<file path="config.mk">
export PLATFORM = sky130hd
export DESIGN_NAME = sr_fuse_clk_ctrl
export DESIGN_NICKNAME = d
export VERILOG_FILES = /design/src/rtl/srfc_pkg.sv /design/src/rtl/srfc_len_rom.sv /design/src/rtl/srfc_pulse_cnt.sv /design/src/rtl/srfc_en_reg.sv /design/src/rtl/sr_fuse_clk_ctrl.sv
export SDC_FILE = /design/constraint.sdc
export NUM_CORES = 1
export LEC_CHECK = 0
export ABC_AREA = 0
export BUFFER_PORTS_ARGS = -buffer_cell sky130_fd_sc_hd__buf_2
export CORE_MARGIN = 2
export CORE_UTILIZATION = 42
export DETAILED_ROUTE_END_ITERATION = 12
export GPL_TIMING_DRIVEN = 1
export PLACE_DENSITY = 0.62
export SETUP_SLACK_MARGIN = 0.4
export SYNTH_ARGS = -nofsm -noshare
export SYNTH_HDL_FRONTEND = slang
export SYNTH_SLANG_ARGS = --single-unit
export TNS_END_PERCENT = 1
</file>
<file path="constraint.sdc">
create_clock -name clk -period 4.58 [get_ports clk]
set_input_delay 0.916 -clock clk [delete_from_list [all_inputs] [get_ports clk]]
set_output_delay 0.916 -clock clk [all_outputs]
set_load 0.005 [all_outputs]
</file>
<file path="src/rtl/srfc_pkg.sv">
package srfc_pkg;

   typedef enum logic [2:0] {
      PH_IDLE   = 3'd0,
      PH_UNLOAD = 3'd1,
      PH_MERGE  = 3'd2,
      PH_LOAD   = 3'd3,
      PH_DONE   = 3'd4
   } srfc_phase_e;

endpackage

</file>
<file path="src/rtl/srfc_len_rom.sv">
module srfc_len_rom #(
   parameter int unsigned N_MEM = 5,
   parameter int unsigned LEN_W = 8,
   parameter int unsigned ID_W  = 3,
   parameter logic [N_MEM*LEN_W-1:0] LEN_TABLE = '0
)(
   input  logic [ID_W-1:0]  id_i,
   output logic [LEN_W-1:0] len_o
);

   logic [LEN_W-1:0] lens [N_MEM];

   for (genvar g = 0; g < N_MEM; g++) begin : g_unpack
      assign lens[g] = LEN_TABLE[g*LEN_W +: LEN_W];
   end

   // IDs past the table read as zero length
   always_comb begin
      len_o = '0;
      for (int k = 0; k < N_MEM; k++) begin
         if (id_i == ID_W'(k)) len_o = lens[k];
      end
   end

endmodule

</file>
<file path="src/rtl/srfc_pulse_cnt.sv">
module srfc_pulse_cnt #(
   parameter int unsigned LEN_W = 8
)(
   input  logic             clk,
   input  logic             rst_n,
   input  logic             load_i,
   input  logic [LEN_W-1:0] load_val_i,
   input  logic             run_i,
   output logic             last_o
);

   logic [LEN_W-1:0] cnt_q;

   always_ff @(posedge clk) begin
      if (!rst_n)                   cnt_q <= '0;
      else if (load_i)              cnt_q <= load_val_i;
      else if (run_i && cnt_q != 0) cnt_q <= cnt_q - 1'b1;
   end

   assign last_o = run_i && (cnt_q == LEN_W'(1));

endmodule

</file>
<file path="src/rtl/srfc_en_reg.sv">
module srfc_en_reg #(
   parameter int unsigned N_MEM = 5,
   parameter int unsigned ID_W  = 3
)(
   input  logic             clk,
   input  logic             rst_n,
   input  logic             set_i,
   input  logic             clr_i,
   input  logic [ID_W-1:0]  id_i,
   output logic [N_MEM-1:0] en_o,
   output logic             ana_en_o
);

   for (genvar g = 0; g < N_MEM; g++) begin : g_bit
      always_ff @(posedge clk) begin
         if (!rst_n)     en_o[g] <= 1'b0;
         else if (set_i) en_o[g] <= (id_i == ID_W'(g));
         else if (clr_i) en_o[g] <= 1'b0;
      end
   end

   always_ff @(posedge clk) begin
      if (!rst_n)     ana_en_o <= 1'b0;
      else if (set_i) ana_en_o <= 1'b1;
      else if (clr_i) ana_en_o <= 1'b0;
   end

endmodule

</file>
<file path="src/rtl/sr_fuse_clk_ctrl.sv">
module sr_fuse_clk_ctrl
   import srfc_pkg::*;
#(
   parameter int unsigned N_MEM = 5,
   parameter int unsigned LEN_W = 8,
   parameter logic [N_MEM*LEN_W-1:0] LEN_TABLE = {8'd1, 8'd11, 8'd0, 8'd3, 8'd6},
   localparam int unsigned ID_W = (N_MEM > 1) ? $clog2(N_MEM) : 1
)(
   input  logic             clk,
   input  logic             rst_n,
   input  logic             start_i,
   input  logic             incr_i,
   input  logic [ID_W-1:0]  mem_id_i,
   output logic [N_MEM-1:0] fuse_en_o,
   output logic             ana_en_o,
   output logic             merge_o,
   output logic             busy_o,
   output logic             done_o,
   output logic             err_o
);

   if (N_MEM < 2) begin : g_bad_n
      $error("sr_fuse_clk_ctrl: N_MEM must be at least 2");
   end
   if (LEN_W < 1 || LEN_W > 16) begin : g_bad_w
      $error("sr_fuse_clk_ctrl: LEN_W must lie in 1..16");
   end

   srfc_phase_e      ph_q, ph_d;
   logic [LEN_W-1:0] sel_len, len_q, cnt_val;
   logic             idle_like, accept;
   logic             cnt_load, cnt_run, cnt_last;
   logic             en_set, en_clr;

   srfc_len_rom #(
      .N_MEM(N_MEM), .LEN_W(LEN_W), .ID_W(ID_W), .LEN_TABLE(LEN_TABLE)
   ) i_rom (
      .id_i  (mem_id_i),
      .len_o (sel_len)
   );

   assign idle_like = (ph_q == PH_IDLE) || (ph_q == PH_DONE);
   assign accept    = start_i && idle_like;
   assign cnt_run   = (ph_q == PH_UNLOAD) || (ph_q == PH_LOAD);

   always_comb begin
      ph_d     = ph_q;
      cnt_load = 1'b0;
      cnt_val  = len_q;
      en_set   = 1'b0;
      en_clr   = 1'b0;
      case (ph_q)
         PH_IDLE, PH_DONE: begin
            ph_d = PH_IDLE;
            if (accept) begin
               if (sel_len == '0) begin
                  ph_d = PH_DONE;
               end else begin
                  ph_d     = incr_i ? PH_UNLOAD : PH_LOAD;
                  cnt_load = 1'b1;
                  cnt_val  = sel_len;
                  en_set   = 1'b1;
               end
            end
         end
         PH_UNLOAD: if (cnt_last) ph_d = PH_MERGE;
         PH_MERGE: begin
            ph_d     = PH_LOAD;
            cnt_load = 1'b1;
         end
         PH_LOAD: if (cnt_last) begin
            ph_d   = PH_DONE;
            en_clr = 1'b1;
         end
         default: ph_d = PH_IDLE;
      endcase
   end

   always_ff @(posedge clk) begin
      if (!rst_n) begin
         ph_q  <= PH_IDLE;
         len_q <= '0;
         err_o <= 1'b0;
      end else begin
         ph_q <= ph_d;
         if (accept) len_q <= sel_len;
         if (start_i && !idle_like) err_o <= 1'b1;
      end
   end

   srfc_pulse_cnt #(.LEN_W(LEN_W)) i_cnt (
      .clk        (clk),
      .rst_n      (rst_n),
      .load_i     (cnt_load),
      .load_val_i (cnt_val),
      .run_i      (cnt_run),
      .last_o     (cnt_last)
   );

   srfc_en_reg #(.N_MEM(N_MEM), .ID_W(ID_W)) i_en (
      .clk      (clk),
      .rst_n    (rst_n),
      .set_i    (en_set),
      .clr_i    (en_clr),
      .id_i     (mem_id_i),
      .en_o     (fuse_en_o),
      .ana_en_o (ana_en_o)
   );

   assign busy_o  = cnt_run || (ph_q == PH_MERGE);
   assign merge_o = (ph_q == PH_MERGE);
   assign done_o  = (ph_q == PH_DONE);

endmodule

</file>
# After elaboration in Yosys (flattened, before gate mapping)
# Cells that the tools add are included.
[totals] ram_bits=0 mem_count=0 latchBits=0 regBits=26 wordCells=67 out_inout_bits=10 in_bits=7 romBits=0
[classes] n_mux=29 n_div=0 shifts=0 n_bitwise=0 reduce_logical=16 n_eq_ne=11 add_sub_neg=1 magnitude_cmp=0 n_mul=0
[ops] op="$mux 8" n=5
[ops] op="$mux 3" n=7
[ops] op="$eq 3x2->1 const B" n=4
[ops] op="$mux 1" n=12
[ops] op="$pmux 3 s4" n=1
[ops] op="$eq 8x1->1 const B" n=1
[ops] op="$logic_not 8->1" n=1
[ops] op="$mux 4" n=2
[ops] op="$reduce_bool 8->1" n=1
[ops] op="$sub 8x1->8 const B" n=1
[ops] op="$eq 3x1->1 const B" n=2
[ops] op="$eq 3x3->1 const B" n=2
[ops] op="$logic_not 3->1" n=2
[ops] op="$logic_and 1x1->1" n=4
[ops] op="$ne 2x2->1 const B" n=2
[ops] op="$reduce_bool 2->1" n=2
[ops] op="$logic_or 1x1->1" n=3
[ops] op="$mux 2" n=1
[ops] op="$pmux 1 s2" n=1
[ops] op="$reduce_and 2->1" n=1
[ops] op="$reduce_or 2->1" n=1
[ops] op="$logic_not 1->1" n=1

# Depth between registers and ports, before layout
# Gate-level depths: netlist of the first run.
[depth] word_depth=11 mapped_depth=6

# Modules after synthesis
# Synthesis of the first run repeated with hierarchy kept, for this count alone.
[unflattened] hier_cells=173 area_unflattened_um2=1529.0
[by_module_without_submodules] mod="sr_fuse_clk_ctrl" n_inst=1 cells_per_inst=73 seq_area_each_um2=240.2 area_per_inst_um2=663.1
[by_module_without_submodules] mod="srfc_pulse_cnt" n_inst=1 cells_per_inst=65 seq_area_each_um2=160.2 area_per_inst_um2=526.8
[by_module_without_submodules] mod="srfc_en_reg" n_inst=1 cells_per_inst=24 seq_area_each_um2=120.1 area_per_inst_um2=270.3
[by_module_without_submodules] mod="srfc_len_rom" n_inst=1 cells_per_inst=11 seq_area_each_um2=0.0 area_per_inst_um2=68.8

# Worst setup path after synthesis of the first run
# No wires, ideal clock.
[synth_path] kind="input-to-reg" from="input port start_i" to="register i_cnt.cnt_q[1]" setup_ns=0.119 path_slack_ns=2.489 path_buffers=1 cell_stages=5 arrival_time_ns=1.972 cell_sequence="or3b_1 -> clkbuf_1 -> o211ai_1 -> nor2_1 -> o2bb2ai_1"
[synth_between] elab_chain_len=4
[synth_lines] element="from (decl)" line_no="sr_fuse_clk_ctrl.sv:11" text="input logic start_i,"
[synth_lines] element="$logic_and 1x1->1 *" line_no="sr_fuse_clk_ctrl.sv:43" text="assign accept = start_i && idle_like;"
[synth_lines] element="$mux 1 / $mux 8 (equally long branches)" line_no="sr_fuse_clk_ctrl.sv:55" text="if (accept) begin"
[synth_lines] element="$pmux 1 s2 / $mux 8 (equally long branches)" line_no="sr_fuse_clk_ctrl.sv:52" text="case (ph_q)"
[synth_lines] element="$mux 8 / $reduce_bool 2->1 (equally long branches)"
[synth_lines] element="to (signal assigned)" line_no="srfc_pulse_cnt.sv:16" text="else if (load_i) cnt_q <= load_val_i;"
[synth_lines] element="to (signal assigned)" line_no="srfc_pulse_cnt.sv:17" text="else if (run_i && cnt_q != 0) cnt_q <= cnt_q - 1'b1;"
[synth_lines] element="to (decl)" line_no="srfc_pulse_cnt.sv:12" text="logic [LEN_W-1:0] cnt_q;"
# Mark *: on every way between the ends. The rest lies on a longest branch, timed or not.
# A chain may end at the register's enable or synchronous reset.

# Worst setup path in the final report of the first run
[layout_path] from="register ph_q[1]" to="output port merge_o"
[layout_between] elab_chain_len=1
[layout_lines] element="from (decl)" line_no="sr_fuse_clk_ctrl.sv:29" text="srfc_phase_e ph_q, ph_d;"
[layout_lines] element="from (signal assigned)" line_no="sr_fuse_clk_ctrl.sv:85" text="ph_q <= ph_d;"
[layout_lines] element="$eq 3x2->1" line_no="sr_fuse_clk_ctrl.sv:111" text="assign merge_o = (ph_q == PH_MERGE);"
[layout_lines] element="to (decl)" line_no="sr_fuse_clk_ctrl.sv:16" text="output logic merge_o,"
# No other way between the ends.

==> results of run 1 <==
## layer usage
layer	track usage (%)	part of all wire, %	vias to the layer above
li1	-	-	513
met1	21.2	49	458
met2	27.1	47	8
met3	2.07	2.4	2
met4	6.12	0.66	0
met5	0	0	-
## how the worst min path moves through the flow
stage	to	slack, ns	cells past startpoint
2_1_floorplan	len_q[3]	0.44	2
3_3_place_gp	err_o	0.44	1
3_5_place_dp	len_q[3]	0.45	2
4_1_cts	len_q[3]	0.47	2
5_1_grt	len_q[3]	0.49	2
6_report	len_q[3]	0.47	2
## critical path, stage by stage (launching register included)
cell,delay (ns)
dfxtp_1,0.49
or3b_2,0.56
inv_1,0.09
buf_2,0.10
## metrics by stage
stage               cells  hold WS [ns]
global route          177         0.494
detailed placement    173         0.453
finish                177         0.470
global placement      173         0.442
CTS                   177         0.471
floorplan             131         0.440
## cell usage in the layout, fill, tap and decap left out, types with 3 or more instances in the layout
cell type / n
o21a_1: 3
buf_2: 16
nor2_1: 13
inv_1: 5
o211ai_1: 3
or3_1: 3
xnor2_1: 3
a21oi_1: 6
nand3_1: 6
dfxtp_1: 22
clkbuf_4: 3
a21boi_0: 8
nand2_1: 7
nor2b_1: 4
nand2b_1: 3
## cell usage after synthesis (2+ instances only)
master     instances  area, µm²
or3_1              3       18.8
xnor2_1            3       26.3
dfxtp_1           22        440
o32ai_1            2       17.5
a21oi_1            6       30.0
nor2_1            13       48.8
and2_1             2       12.5
nor3_1             2       10.0
inv_1              5       18.8
a21boi_0           8       60.1
clkbuf_1           4       15.0
nand2_1            7       26.3
ha_1               2       25.0
o2bb2ai_1          2       17.5
o21a_1             3       22.5
nand3_1            6       30.0
nor2b_1            4       25.0
o21ai_0            2       10.0
o211ai_1           3       22.5
a2111oi_2          2       30.0
nand4_1            2       12.5
or2_2              2       12.5
nand2b_1           3       18.8
## cells by family (layout without fill, tap and decap cells)
kind of cell,count (synthesis),after routing,share of synthesized area (%)
AOI/OAI and AO/OA,36,36,23.1
xor gates and xnor gates,4,4,3.01
adders and majority gates,2,2,2.15
buffers and inverters,10,25,3.87
DFF,22,22,37.8
muxes,1,1,0.967
and+or+nand+nor,56,56,29.1
## area by class of cell
type | count | area (µm²)
well taps | 31 | 38.8
flip-flops and latches | 22 | 440
repair buffers | 16 | 80.1
clock buffers | 3 | 22.5
multi-input cells | 99 | 679
clock inverters | 1 | 30.0
fillers | 264 | 1380
inverters | 5 | 18.8
## power by group through the flow
stage / Combinational, W / Sequential (W) / Clock [W]
after detailed placement: 0.000264 / 0.000274 / 0
after floorplan: 0.000218 / 0.000259 / 0
after global placement: 0.000258 / 0.000271 / 0
final: 0.000264 / 0.000270 / 0.000148
after global routing: 0.000302 / 0.000277 / 0.000158
after CTS: 0.000265 / 0.000269 / 0.000152
## flip-flops by register name (all words and copies together) (netlist names)
signal	flops
ph_q	3
err_o	1
i_en.ana_en_o	1
i_en.en_o	5
len_q	4
i_cnt.cnt_q	8
==> qor.txt, run 1 <==
Initial antenna violation count = 0
Clock skew = 0.00253 ns
Fmax = 405 MHz
Initial Util = 43.4%
GP Congestion = 0.780
Clock buffer depth = 2
CP startpoint kind = flop
CTS resizes = 0
Drt initial violations = 28
Slew @ Worst Pin = 0.509 ns
Internal power = 0.000429 W
Setup bufs post-CTS = 0
Antenna Violating Nets Remaining = 0
Via count = 981
Number of flops mapped to enable cells by yosys = 0
Net Count, Synth = 140
Num rows = 19
Largest net degree at the start of global routing = 20
Max-cap viol count = 0
Core box area = 2690 µm²
Worst path required time = 3.66 ns
R2r setup slk = 2.68 ns
Vias in the first global route = 902
Critical Path Sink = merge_o
Sequential element share of the synthesized area = 37.8%
Synth Cell Area = 1160 µm²
Yosys Warn Count = 0
Detailed Place HPWL = 1.82 mm
CP endpoint kind = primary output
Final Critical Period = 2.47 ns
Sink Count = 22
Clock-pin slew on the worst setup and hold paths = 0.13 ns
Max VDD drop = 0.231 mV
Drc violations = 0
PD cells = 520 nW/µm²
Port Buf Inserts = 16
Min-delay src = len_q[3]
Clk pwr share = 21.8%
Worst r2r src = ph_q[0]
Number of buffers created by CTS = 3
Tot Pwr = 0.000681 W
Setup TNS after final layout = 0 ns
Comb pwr share = 38.7%
Unrepaired setup endpoints after global routing = false
Final-stage net count = 156
Post-Syn Instances = 131
Worst reg2reg path depth = 4
Post-Layout Inst Area = 1310 µm²
Clk root buf = clkbuf_4
Critical Path Source = ph_q[1]
Layout cells sized above 1 = 20.5%
R2R Path End = i_cnt.cnt_q[6]
CP Max Fanout = 8
First-pass GRT wire length = 4.09 mm
Endpoints failing hold = 0
Ports = 17
Status = finished clean
Total gr overflow = 0
DIE AREA = 3210 µm²
Htree depth = 1
Pleak = 0.508 nW
Post-synthesis cell type count = 46
Final core occ = 48.8%
DP Area = 1260 µm²
1st-pass router iterations = 4
Vias per cell = 5.54
Max_slew headroom = 65.8%
Period Utilization, post-route = 53.8%
Synth async-reset ratio = 0%
PnR worst setup slack = 2.11 ns
Area grow syn2layout = 12.5%
DR WL/cell = 13.6 µm
Main synth FF type = dfxtp_1
Final setup violation count = 0
DP Worst Slack = 2.23 ns
Register bit total from synthesis = 22
Total global-route track usage = 16.2%
Die width = 56.7 µm
Final slew viol count = 0
CTS tree = done
WL final = 2.41 mm
Hold Buf Count CTS = 0
Worst skew pair latency = 0.30 ns
N_diodes = 0
NetSw = 0.000252 W
Syn_area_per_cell = 8.89 µm²
Switching share of power = 37.0%
Die height = 56.7 µm
WS Path Type = flop to primary output
Reg power frac = 39.6%
Worst hold path type = flop to flop
WP data arrival = 1.55 ns
Note: power is estimated with default switching activity, not from simulation.
==> run 2, diff against run 1 <==
- clock period: 4.58 -> 2.4 ns (I/O delays scaled with it)
==> qor.txt, run 2 (synthesized netlist as in run 1, its figures left out) <==
Drt initial violations = 19 (-32%)
WS Path Type = flop to flop
Layout cells sized above 1 = 22.3% (+1.7 points)
Worst path required time = 2.58 ns (-1.08 ns)
WP data arrival = 2.07 ns (+0.52 ns)
Clk root buf = clkbuf_4
Final setup violation count = 0 (unchanged)
Detailed Place HPWL = 1.80 mm (-1.0%)
Pleak = 0.513 nW (+1.1%)
Final slew viol count = 0 (unchanged)
Final core occ = 48.9% (+0.093 points)
CP startpoint kind = flop
First-pass GRT wire length = 4.22 mm (+3.0%)
Final Critical Period = 1.89 ns
Port Buf Inserts = 16 (unchanged)
Clock buffer depth = 2 (unchanged)
Min Hold Slack = 0.476 ns (+0.00588 ns)
Number of buffers created by CTS = 3 (unchanged)
Largest net degree at the start of global routing = 20 (unchanged)
Max reg flops = 8 (unchanged)
Worst hold path type = flop to flop
Slew @ Worst Pin = 0.508 ns (-0.00116 ns)
Vias per cell = 5.53 (-0.31%)
Total gr overflow = 0 (unchanged)
Largest registers = i_cnt.cnt_q x8, i_en.en_o x5, len_q x4
Switching share of power = 38.1% (+1.1 points)
Fillers = 274 (+3.8%)
Reg power frac = 41.6% (+2.0 points)
Antenna Violating Nets Remaining = 0 (unchanged)
Comb pwr share = 42.5% (+3.8 points)
DIE AREA = 3210 µm² (unchanged)
DR WL/cell = 13.2 µm (-3.0%)
Initial Util = 43.4% (unchanged)
Via count = 989 (+0.82%)
Fmax = 530 MHz
Die width = 56.7 µm (unchanged)
Core box area = 2690 µm² (unchanged)
GP Congestion = 0.820 (+5.0%)
Slowest-stage cell, CP = or4b_4
Crit-path max cell delay = 0.55 ns (about the same)
Max VDD drop = 0.423 mV (+83%)
NetSw = 0.000473 W (+87%)
Clk pwr share = 15.9% (-5.9 points)
Hold Buf Count CTS = 0 (unchanged)
Period Utilization, post-route = 78.6%
Most frequent cells in the layout = dfxtp_1 (21), buf_2 (16), nor2_1 (13)
Area grow syn2layout = 12.7%
Num rows = 19 (unchanged)
CP Max Fanout = 9 (+1)
Unrepaired setup endpoints after global routing = false
Placed Cells = 175 (+1.2%)
Drc violations = 0 (unchanged)
Total global-route track usage = 16.4% (+0.19 points)
Final std cells w/o fill = 179 (+1.1%)
Internal power = 0.000767 W (+79%)
N_diodes = 0 (unchanged)
Most common cell after layout, fill and taps aside = dfxtp_1
Reg with most FFs = i_cnt.cnt_q
Initial antenna violation count = 0 (unchanged)
CP endpoint kind = flop
Clock-pin slew on the worst setup and hold paths = 0.12 ns (about the same)
Clock skew = 0.00431 ns (+0.00178 ns)
Max_slew headroom = 66.0% (+0.18 points)
Die height = 56.7 µm (unchanged)
Worst path cell trace = or4b_4 -> or4b_1 -> xor2_1 -> nor2_1
Max-cap viol count = 0 (unchanged)
WL final = 2.36 mm (-1.9%)
Setup bufs post-CTS = 0 (unchanged)
Sink Count = 22 (unchanged)
Status = finished clean
Endpoints failing hold = 0 (unchanged)
Vias in the first global route = 928 (+2.9%)
Ports = 17 (unchanged)
Htree depth = 1 (unchanged)
CTS tree = done
PD cells = 945 nW/µm² (+82%)
1st-pass router iterations = 4 (unchanged)
Setup TNS after final layout = 0 ns (unchanged)
Worst skew pair latency = 0.30 ns (about the same)
Final-stage net count = 158 (+1.3%)
[run 2: repair_timing]
action | CTS | global route
gates cloned | 0 | 0
gates resized for setup | 1 | 1
endpoints found under the setup margin | 1 | 1
[run 2: power by group through the flow]
stage / combinational (W) / clock [W] / sequential (W)
after floorplan: 0.000416 / 0 / 0.000495
after global placement: 0.000513 / 0 / 0.000516
after detailed placement: 0.000524 / 0 / 0.000520
after CTS: 0.000527 / 0.000206 / 0.000515
after global routing: 0.000599 / 0.000221 / 0.000531
final: 0.000527 / 0.000197 / 0.000516
[run 2: worst paths after layout]
kind | endpoint | depth (start not counted) | slack, ns | start
worst min register to register | i_en.ana_en_o | 2 | 0.48 | i_en.ana_en_o
worst min-delay path | i_en.ana_en_o | 2 | 0.48 | i_en.ana_en_o
worst max register to register | i_cnt.cnt_q[6] | 4 | 0.51 | ph_q[0]
worst max-delay path | i_cnt.cnt_q[6] | 4 | 0.51 | ph_q[0]
[run 2: routing by layer]
metal	vias up	routed length (µm)	GRT usage, %
li1	512	-	-
met1	464	1140	22.7
met2	11	1140	26.6
met3	2	62	2.07
met4	0	16	5.10
met5	-	0	0
[run 2: final cells by class]
type,count,area (µm²),area share [%]
Inverter,5,18.8,1.43
Clock buffer,4,36.3,2.76
Multi-Input combinational cell,99,682,52.0
Tap cell,31,38.8,2.96
Timing Repair Buffer,18,95.1,7.24
Sequential cell,22,442,33.7
[run 2: metrics by stage]
step	setup WS (ns)	area, µm²	total power (W)
after floorplan	0.700	1160	0.000911
after global placement	0.540	1270	0.00103
after detailed placement	0.469	1270	0.00104
after CTS	0.460	1310	0.00125
after global routing	0.415	1310	0.00135
final	0.514	1310	0.00124
[run 2: critical path, delay by kind of cell (launching register included)]
family           cells  cell delay, ns
AND/OR/NAND/NOR      3            1.10
flip-flops           1            0.50
XOR/XNOR             1            0.17
==> run 3, diff against run 2 <==
- ABC_AREA: 0 -> 1
- PLACE_DENSITY: 0.62 -> 0.64
- clock period: 2.4 -> 1.55 ns (I/O delays scaled with it)
==> qor.txt, run 3 <==
Setup TNS after final layout = 0 ns (unchanged)
Register bit total from synthesis = 22 (unchanged)
Clock buffer depth = 2 (unchanged)
1st-pass router iterations = 5 (+1)
Antenna Violating Nets Remaining = 0 (unchanged)
CP startpoint kind = flop
Die width = 57.1 µm (+0.79%)
Main synth FF type = dfxtp_1
Max reg flops = 8 (unchanged)
Endpoints failing hold = 0 (unchanged)
Slew @ Worst Pin = 0.356 ns (-0.153 ns)
Die height = 57.1 µm (+0.79%)
Net Count, Synth = 180 (+29%)
Drc violations = 0 (unchanged)
Final core occ = 53.0% (+4.2 points)
Vias in the first global route = 972 (+4.7%)
Worst path required time = 1.24 ns (-1.34 ns)
Total gr overflow = 0 (unchanged)
CP top delay family = flip-flops
Initial antenna violation count = 0 (unchanged)
Syn_area_per_cell = 6.93 µm² (-22%)
Max_slew headroom = 76.1% (+10 points)
Worst path cell trace = inv_4 -> nor3_4 -> buf_2
Core box area = 2710 µm² (+0.88%)
WL final = 2.61 mm (+10%)
Unrepaired setup endpoints after global routing = true
Synth top cells by count = nand2_1 (42), nor2_1 (26), dfxtp_1 (22)
Final setup violation count = 0 (unchanged)
DR WL/cell = 11.6 µm (-12%)
First-pass GRT wire length = 4.35 mm (+3.3%)
Ports = 17 (unchanged)
Post-synthesis cell type count = 31 (-33%)
Number of buffers created by CTS = 3 (unchanged)
Num rows = 19 (unchanged)
GP Congestion = 0.804 (-2.0%)
Synth async-reset ratio = 0% (unchanged)
Pleak = 0.633 nW (+23%)
WS Path Type = flop to primary output
Crit-path max cell delay = 0.39 ns (-0.16 ns)
Period Utilization, post-route = 91.2%
WP buf/inv = 2 (+2)
Worst hold path type = input port to flop
Critical Path Sink = merge_o
Clock-pin slew on the worst setup and hold paths = 0.13 ns (about the same)
Share of the synthesized area in the top cell type = 37.2% (-0.64 points)
Post-Syn Instances = 171 (+31%)
Fmax = 707 MHz
Worst reg2reg path depth = 9 (+5)
N_diodes = 0 (unchanged)
CTS tree = done
Final-stage net count = 204 (+29%)
Htree depth = 1 (unchanged)
Most frequent cell after synthesis = nand2_1
Worst skew pair latency = 0.31 ns (about the same)
Critical Path Source = ph_q[1]
Layout cells sized above 1 = 29.9% (+7.6 points)
Area grow syn2layout = 21.3%
Clk root buf = clkbuf_4
Synth area leader = dfxtp_1
Drt initial violations = 25 (+6)
DIE AREA = 3260 µm² (+1.6%)
Largest net degree at the start of global routing = 13 (-35%)
Detailed Place HPWL = 2.03 mm (+13%)
Most common cell after layout, fill and taps aside = nand2_1
Worst r2r src = ph_q[0]
Most frequent cells in the layout = nand2_1 (39), nor2_1 (21), dfxtp_1 (19)
Min-delay src = start_i
Total global-route track usage = 17.0% (+0.55 points)
Port Buf Inserts = 16 (unchanged)
Vias per cell = 5.03 (-9.0%)
CP Depth = 3 (-1)
R2r setup slk = 0.23 ns (-0.28 ns)
Via count = 1131 (+14%)
PD cells = 1730 nW/µm² (+84%)
Initial Util = 43.7% (+0.36 points)
Slowest-stage cell, CP = dfxtp_4
R2R Path End = i_cnt.cnt_q[2]
Largest registers = i_cnt.cnt_q x8, i_en.en_o x5, len_q x4
Final slew viol count = 0 (unchanged)
Max VDD drop = 0.992 mV (+130%)
Max-cap viol count = 0 (unchanged)
Reg with most FFs = i_cnt.cnt_q
Sink Count = 22 (unchanged)
CP Max Fanout = 4 (-5)
Status = finished clean
Number of flops mapped to enable cells by yosys = 0 (unchanged)
Yosys Warn Count = 0 (unchanged)
Hold Buf Count CTS = 0 (unchanged)
WP data arrival = 1.10 ns (-0.97 ns)
Synth Cell Area = 1180 µm² (+1.7%)
Final Critical Period = 1.41 ns
Clock skew = 0.0112 ns (+0.00688 ns)
Sequential element share of the synthesized area = 37.2% (-0.64 points)
Synth area leaders = dfxtp_1 (37%), nand2_1 (13%), nor2_1 (8.2%), a21oi_1 (5.1%), nand3_1 (4.2%)
Min Hold Slack = 0.261 ns (-0.216 ns)
CP endpoint kind = primary output
[run 3: through the flow]
| step | worst slack (ns) | total power, W | cells | instance area (µm²) |
|---|---|---|---|---|
| after floorplan | 0.396 | 0.00177 | 171 | 1210 |
| after global placement | 0.168 | 0.00201 | 218 | 1340 |
| after detailed placement | 0.119 | 0.00204 | 218 | 1340 |
| after CTS | 0.148 | 0.00237 | 222 | 1380 |
| after global routing | 0.0930 | 0.00270 | 225 | 1440 |
| final | 0.136 | 0.00249 | 225 | 1440 |
[run 3: worst min-delay path, delay by kind of cell]
family / cells / cell delay, ns
buffers and inverters: 1 / 0.11
and+or+nand+nor: 1 / 0.07
AOI/OAI and AO/OA: 1 / 0.06
[run 3: how the worst min path moves through the flow]
stage,endpoint,slack [ns],cells after the start
floorplan,i_en.en_o[2],0.43,2
global placement,i_en.en_o[2],0.42,2
detailed placement,i_en.en_o[2],0.43,2
CTS,i_en.en_o[2],0.26,3
global route,ph_q[1],0.28,4
finish,err_o,0.26,3
[run 3: power by group]
group / internal [W] / leakage, nW / switching, W
clock network: 0.000143 / 0.0210 / 0.000173
logic: 0.000532 / 0.431 / 0.000829
registers: 0.000696 / 0.181 / 0.000120
total: 0.00137 / 0.633 / 0.00112
[run 3: logic make-up after synthesis]
| family | synth area share, % |
|---|---|
| xor+xnor | 1.48 |
| compound gates | 12.0 |
| flops | 37.2 |
| fa+ha+maj | 2.11 |
| simple gates | 40.2 |
| buf+inv | 6.97 |
[run 3: final cells by class]
class | instances | area, µm²
fill | 286 | 1270
multi-input combinational | 128 | 724
sequential | 22 | 447
timing repair buffer | 20 | 110
inverter | 20 | 81.3
tap | 31 | 38.8
clock buffer | 4 | 36.3
[run 3: routing by layer]
| metal | track usage [%] | vias to the layer above | share of wire [%] |
|---|---|---|---|
| met2 | 27.8 | 18 | 49 |
| met4 | 5.98 | 0 | 1.1 |
| met1 | 22.6 | 509 | 47 |
| li1 | - | 600 | - |
| met3 | 2.95 | 4 | 2.5 |
| met5 | 0 | - | 0 |
[run 3: timing repair]
action | in CTS | in global routing
gates resized for setup | 3 | 12
endpoints found under the setup margin | 20 | 24
pin swaps | 0 | 2
setup buffers | 0 | 3
